File: src/rtl/oneshot_pkg.sv
package oneshot_pkg;

  // which qualified source fired this cycle
  typedef struct packed {
    logic fall_lo;   // active-low trigger fell
    logic rise_hi;   // active-high trigger rose
    logic clr_rel;   // clear released
  } trig_src_t;

  localparam int unsigned DEF_WIDTH_W = 16;
  localparam int unsigned DEF_RECOV   = 4;

endpackage

File: src/rtl/oneshot_trig_det.sv
module oneshot_trig_det
  import oneshot_pkg::*;
(
  input  logic      clk_i,
  input  logic      rst_ni,
  input  logic      trig_ni,
  input  logic      trig_i,
  input  logic      clr_ni,
  output trig_src_t src_o,
  output logic      clr_fall_o
);

  logic lo_q, hi_q, clr_q;

  // reset to quiescent levels so no edge is seen at reset release
  always_ff @(posedge clk_i or negedge rst_ni) begin
    if (!rst_ni) begin
      lo_q  <= 1'b1;
      hi_q  <= 1'b0;
      clr_q <= 1'b1;
    end else begin
      lo_q  <= trig_ni;
      hi_q  <= trig_i;
      clr_q <= clr_ni;
    end
  end

  always_comb begin
    src_o.fall_lo = lo_q  & ~trig_ni & trig_i  & clr_ni;
    src_o.rise_hi = ~hi_q & trig_i   & ~trig_ni & clr_ni;
    src_o.clr_rel = ~clr_q & clr_ni  & ~trig_ni & trig_i;
    clr_fall_o    = clr_q & ~clr_ni;
  end

endmodule

File: src/rtl/oneshot_lockout.sv
module oneshot_lockout #(
  parameter int unsigned RECOV = 4
) (
  input  logic clk_i,
  input  logic rst_ni,
  input  logic clr_fall_i,
  output logic ready_o
);

  generate
    if (RECOV == 0) begin : g_none
      assign ready_o = 1'b1;
    end else begin : g_cnt
      localparam int unsigned LW = $clog2(RECOV + 1);
      logic [LW-1:0] cnt_q;

      always_ff @(posedge clk_i or negedge rst_ni) begin
        if (!rst_ni) begin
          cnt_q <= '0;
        end else if (clr_fall_i) begin
          cnt_q <= LW'(RECOV);
        end else if (cnt_q != '0) begin
          cnt_q <= cnt_q - 1'b1;
        end
      end

      assign ready_o = (cnt_q == '0);
    end
  endgenerate

endmodule

File: src/rtl/oneshot_timer.sv
module oneshot_timer #(
  parameter int unsigned WIDTH_W = 16
) (
  input  logic               clk_i,
  input  logic               rst_ni,
  input  logic               clr_ni,
  input  logic               load_i,
  input  logic [WIDTH_W-1:0] width_i,
  output logic               q_o,
  output logic               q_no
);

  logic [WIDTH_W-1:0] cnt_q, cnt_d;
  logic               q_q, q_d;

  always_comb begin
    cnt_d = cnt_q;
    q_d   = q_q;
    if (!clr_ni) begin
      cnt_d = '0;
      q_d   = 1'b0;
    end else if (load_i) begin
      cnt_d = width_i;
      q_d   = 1'b1;
    end else if (q_q) begin
      if (cnt_q == '0) q_d = 1'b0;
      else             cnt_d = cnt_q - 1'b1;
    end
  end

  always_ff @(posedge clk_i or negedge rst_ni) begin
    if (!rst_ni) begin
      cnt_q <= '0;
      q_q   <= 1'b0;
      q_no  <= 1'b1;
    end else begin
      cnt_q <= cnt_d;
      q_q   <= q_d;
      q_no  <= ~q_d;
    end
  end

  assign q_o = q_q;

endmodule

File: src/rtl/oneshot_retrig.sv
module oneshot_retrig
  import oneshot_pkg::*;
#(
  parameter int unsigned WIDTH_W = DEF_WIDTH_W,
  parameter int unsigned RECOV   = DEF_RECOV
) (
  input  logic               clk_i,
  input  logic               rst_ni,
  input  logic               trig_ni,
  input  logic               trig_i,
  input  logic               clr_ni,
  input  logic [WIDTH_W-1:0] width_i,
  output logic               q_o,
  output logic               q_no
);

  trig_src_t src;
  logic      clr_fall, ready, accept;

  oneshot_trig_det u_det (
    .clk_i      (clk_i),
    .rst_ni     (rst_ni),
    .trig_ni    (trig_ni),
    .trig_i     (trig_i),
    .clr_ni     (clr_ni),
    .src_o      (src),
    .clr_fall_o (clr_fall)
  );

  oneshot_lockout #(.RECOV(RECOV)) u_lock (
    .clk_i      (clk_i),
    .rst_ni     (rst_ni),
    .clr_fall_i (clr_fall),
    .ready_o    (ready)
  );

  assign accept = (|src) & ready;

  oneshot_timer #(.WIDTH_W(WIDTH_W)) u_tmr (
    .clk_i   (clk_i),
    .rst_ni  (rst_ni),
    .clr_ni  (clr_ni),
    .load_i  (accept),
    .width_i (width_i),
    .q_o     (q_o),
    .q_no    (q_no)
  );

endmodule

File: config.mk
export PLATFORM = sky130hd
export DESIGN_NAME = oneshot_retrig
export DESIGN_NICKNAME = d
export VERILOG_FILES = /design/src/rtl/oneshot_pkg.sv /design/src/rtl/oneshot_trig_det.sv /design/src/rtl/oneshot_lockout.sv /design/src/rtl/oneshot_timer.sv /design/src/rtl/oneshot_retrig.sv
export SDC_FILE = /design/constraint.sdc
export NUM_CORES = 1
export LEC_CHECK = 0
export CAP_MARGIN = 40
export CELL_PAD_IN_SITES_DETAIL_PLACEMENT = 0
export CELL_PAD_IN_SITES_GLOBAL_PLACEMENT = 1
export CORE_ASPECT_RATIO = 1.4
export CORE_MARGIN = 2
export CORE_UTILIZATION = 42
export CTS_BUF_LIST = sky130_fd_sc_hd__clkbuf_16
export CTS_CLUSTER_DIAMETER = 200
export DETAILED_ROUTE_END_ITERATION = 10
export DONT_BUFFER_PORTS = 1
export GPL_TIMING_DRIVEN = 0
export PLACE_DENSITY_LB_ADDON = 0.1
export SLEW_MARGIN = 0
export SYNTH_ARGS = -nofsm -noshare
export SYNTH_HDL_FRONTEND = slang
export SYNTH_SLANG_ARGS = --single-unit
export TNS_END_PERCENT = 20
File: constraint.sdc
create_clock -name clk_i -period 4.78 [get_ports clk_i]
set_input_delay 1.195 -clock clk_i [delete_from_list [all_inputs] [get_ports clk_i]]
set_output_delay 1.195 -clock clk_i [all_outputs]
set_load 0.01 [all_outputs]
After elaboration in Yosys (flattened, before gate mapping). Cells that the tools add are included. W data, S select, Z words.

Register bits after elaboration: 24. Input port bits: 21. Logic and storage cells: 43.

Add/sub/neg operators: 2. Equal/unequal tests: 2. Multiplexer cells: 10. Bitwise gates (word level): 16. Reduce and logical (&&, ||, !) cells: 6.

Operator list (number): $mux W16 (4); $logic_not A16 Y1 (1); $sub A16 B1 Y16 const B (1); $and A1 B1 Y1 (11); $mux W3 (2); $not A1 Y1 (5); $mux W1 (4); $logic_not A3 Y1 (1); $ne A3 B1 Y1 const B (1); $ne A3 B3 Y1 const B (1); $reduce_bool A3 Y1 (1); $reduce_or A3 Y1 (1); $sub A3 B1 Y3 const B (1); $reduce_and A2 Y1 (1); $reduce_bool A2 Y1 (1).

Longest topological paths before layout.
Depth in word-level cells: 9. Depth in mapped cells: 8.

Hierarchy. From an unflattened synthesis, not the netlist that was laid out.

Cell total of the unflattened synthesis: 152. Area, all modules: 1475.2 µm².

Modules (own cells, without submodules): oneshot_timer (times used 1, cells each 128, area each 1162.4 µm²); oneshot_lockout (times used 1, cells each 16, area each 183.9 µm²); oneshot_trig_det (times used 1, cells each 7, area each 120.1 µm²); oneshot_retrig (times used 1, cells each 1, area each 8.8 µm²).

Worst setup path after synthesis. OpenSTA, ideal clock, no wires.

Kind: input to register. Start point: input trig_ni. End point: register u_tmr.cnt_q[0]. Library setup time: 0.092 ns. Arrival: 2.499 ns. Path slack: 2.190 ns. Stages: 6. Path buffers: 2. Path through: nor4bb_1 -> and3_1 -> buf_2 -> buf_1 -> nand2_1 -> o31ai_2.

Longest elaborated chain between the ends: 8.

RTL lines: start, declared (line oneshot_retrig.sv:9) `input logic trig_ni,`; $not A1 Y1 * (line oneshot_trig_det.sv:29, oneshot_trig_det.sv:30, oneshot_trig_det.sv:31); $and A1 B1 Y1 (3 in series) (line oneshot_trig_det.sv:29) `src_o.fall_lo = lo_q & ~trig_ni & trig_i & clr_ni;`; $reduce_or A3 Y1 * (line oneshot_retrig.sv:37) `assign accept = (|src) & ready;`; $and A1 B1 Y1 * (line oneshot_retrig.sv:37); $ne A3 B1 Y1 (no source line) (tied with other cells); $reduce_and A2 Y1 (no source line) or $mux W16 (tied branches); end signal, assigned (line oneshot_timer.sv:37) `cnt_q <= cnt_d;`; end, declared (line oneshot_timer.sv:13) `logic [WIDTH_W-1:0] cnt_q, cnt_d;`.

Mark *: on every way between the ends. The rest lies on a longest branch, timed or not. A chain may end at the register's enable or synchronous reset.

Worst setup path in the final report. Ends and elaborated chain as after synthesis.

==> metrics <==
initial antenna violation count=0; pre-CTS setup slack=1.692 ns; Finish-stage setup viols=0; most common cell after layout, fill and taps aside=dfrtp_1; Worst Path Required=4.95 ns; RSZ-0062 raised after global routing=false; VDD IR max=0.2305 mV; top-area cell type share of the netlist area=35.99%; Async SR Flop Fraction=100.0%; Clock Skews=0.005888 ns; synth warn=0; Setup Fix Bufs, Post-CTS=0; Slew Viols, Final=0; root buf cell=clkbuf_16; share of layout cells above drive strength 1=11.32%; clock tree from TritonCTS=yes; Resize count post-CTS=0; CTS Hold Bufs=0; status=finished clean; Worst Setup Path Type=primary input to flop; Core Box Area=3347 sq um; clk buf depth=2; Leak=0.6616 nW; Final Hold Fails=0; placed insts=195; Hold Path Class=flop to flop; first-pass GRT wire length=6.285 mm; fmax=355.9 MHz; vias in the first global route=1274; post-route ant nets=0; FP Rows=25; smallest setup slack after layout=1.970 ns; Netlist cell types=45; H-tree level count=1; total CTS buffers=3; Worst Tran Pin Value=0.7878 ns; Post-synth EDFFs=0; filler cell count=330; Mapped Avg Cell Area=9.420 sq um; #FFs+latches synth=24; Synth area leaders=dfrtp_1 (36%), dfstp_2 (5.4%), nand2_1 (4.9%); Initial Util=43.63%; clock latency on the worst-skew pair=0.26 ns; Cells after Synth=155; final core utilization=47.48%; biggest area consumer among synthesized cells=dfrtp_1; largest net degree at the start of global routing=25; critical path launch point type=primary input; Sum Neg Setup Slack=0 ns; largest fanout on the critical path=10; fin nets=184; PortBufs=0; CTS Sinks=24; Layout area overhead=8.826%; Slew headroom=47.37%; Worst Path Arrival=2.98 ns; DRC Markers=0; Total GRT Usage=21.76%; fin crit share=58.78%; CTS clk-pin slew, worst paths=0.06 ns; routed length per instance=18.77 um; 1st-pass router iterations=4; max-cap viol count=0; vias per cell=6.407; Post-Layout Cell Count=199; crit path time final=2.810 ns; Die Wd=53.83 um; Primary FF master, synth=dfrtp_1; PwrDens=381.3 nW/um^2; dpl hpwl=2.721 mm; Setup crit end kind=flop; syn nets=179; Synth Cell Area=1460 sq um; die area=3971 sq um; # diodes=0; Detailed Route WL=3.736 mm; sequential area share after synthesis=41.39%; GRT overflow=0; most frequent cells in the layout=dfrtp_1 (21), nand2_1 (19), nand3_1 (9); DR iter-0 viols=43; DR vias=1275; chip height=73.77 um; gpl congestion=0.8771; IO Count=23
-- area by class of cell --
class	count	area (sq um)	area share, %
multi-input combinational	120	805.8	50.71
sequential	24	604.3	38.03
clock buffer	3	75.07	4.724
tap	40	50.05	3.150
inverter	7	26.28	1.654
buffer	4	23.77	1.496
clock inverter	1	3.754	0.2362
-- where the power goes --
group / switching [mW] / total, mW / internal, mW
clock: 0.0699 / 0.182 / 0.112
sequential: 0.0252 / 0.253 / 0.228
combinational: 0.103 / 0.171 / 0.0682
-- per-stage QoR --
step,power [mW],hold slack (ns),instance area (sq um)
2_1_floorplan,0.3845,0.4654,1460
3_3_place_gp,0.4182,0.4822,1510
3_5_place_dp,0.4261,0.5149,1510
4_1_cts,0.6110,0.5266,1589
5_1_grt,0.6509,0.5653,1589
6_report,0.6059,0.5389,1589
-- worst max-delay path, cell delays in order --
cell      delay, ns
nor4bb_1       0.63
and3_1         0.24
buf_2          0.24
buf_1          0.46
nand2_1        0.14
o31ai_2        0.08
-- flip-flops by register name, summed over array words and instances, names as in the netlist --
signal and cells:
u_tmr.q_o 1, u_tmr.cnt_q 16, u_tmr.q_no 1, u_det.lo_q 1
u_lock.g_cnt.cnt_q 3, u_det.clr_q 1, u_det.hi_q 1
-- path summary, 6_finish.rpt --
check	startpoint	to	slack (ns)	cells after the start
max	trig_ni	u_tmr.cnt_q[0]	1.97	6
min reg2reg	u_lock.g_cnt.cnt_q[2]	u_lock.g_cnt.cnt_q[2]	0.54	1
max in group asynchronous	rst_ni	u_tmr.q_no	3.98	0
max reg2reg	u_lock.g_cnt.cnt_q[0]	u_tmr.cnt_q[0]	2.21	8
min in group asynchronous	rst_ni	u_tmr.cnt_q[13]	0.63	0
min	u_lock.g_cnt.cnt_q[2]	u_lock.g_cnt.cnt_q[2]	0.54	1
-- cells in the mapped netlist (all sizes together), types with 2 or more instances --
cell      n
xnor2     3
o21ai     6
nand3     9
dfstp     3
nor3      5
inv       7
dfrtp    21
or3b      3
a31oi     3
nor2      6
o211ai    5
o31ai     3
nand4     4
a211oi    3
nand3b    2
o2111ai   3
nand2    19
ha        3
nor3b     2
or3       3
buf       3
a21oi     5
nand2b    4
or4      10
nor4      4
-- cell families after synthesis --
logic type / after synthesis / share of synthesized area (%)
mux: 2 / 1.457
compound gates: 34 / 18.42
fa+ha+maj: 3 / 2.571
flops: 24 / 41.39
buf+inv: 11 / 3.427
simple gates: 78 / 30.93
xor+xnor: 3 / 1.800
-- per-layer routing --
layer | vias to the layer above | track usage, % | part of all wire (%)
met2 | 27 | 36.18 | 53
met4 | 0 | 7.407 | 1.5
met1 | 630 | 28.13 | 42
met5 | - | 0 | 0
li1 | 611 | - | -
met3 | 7 | 3.252 | 3.3
(Power assumes the default switching activity.)
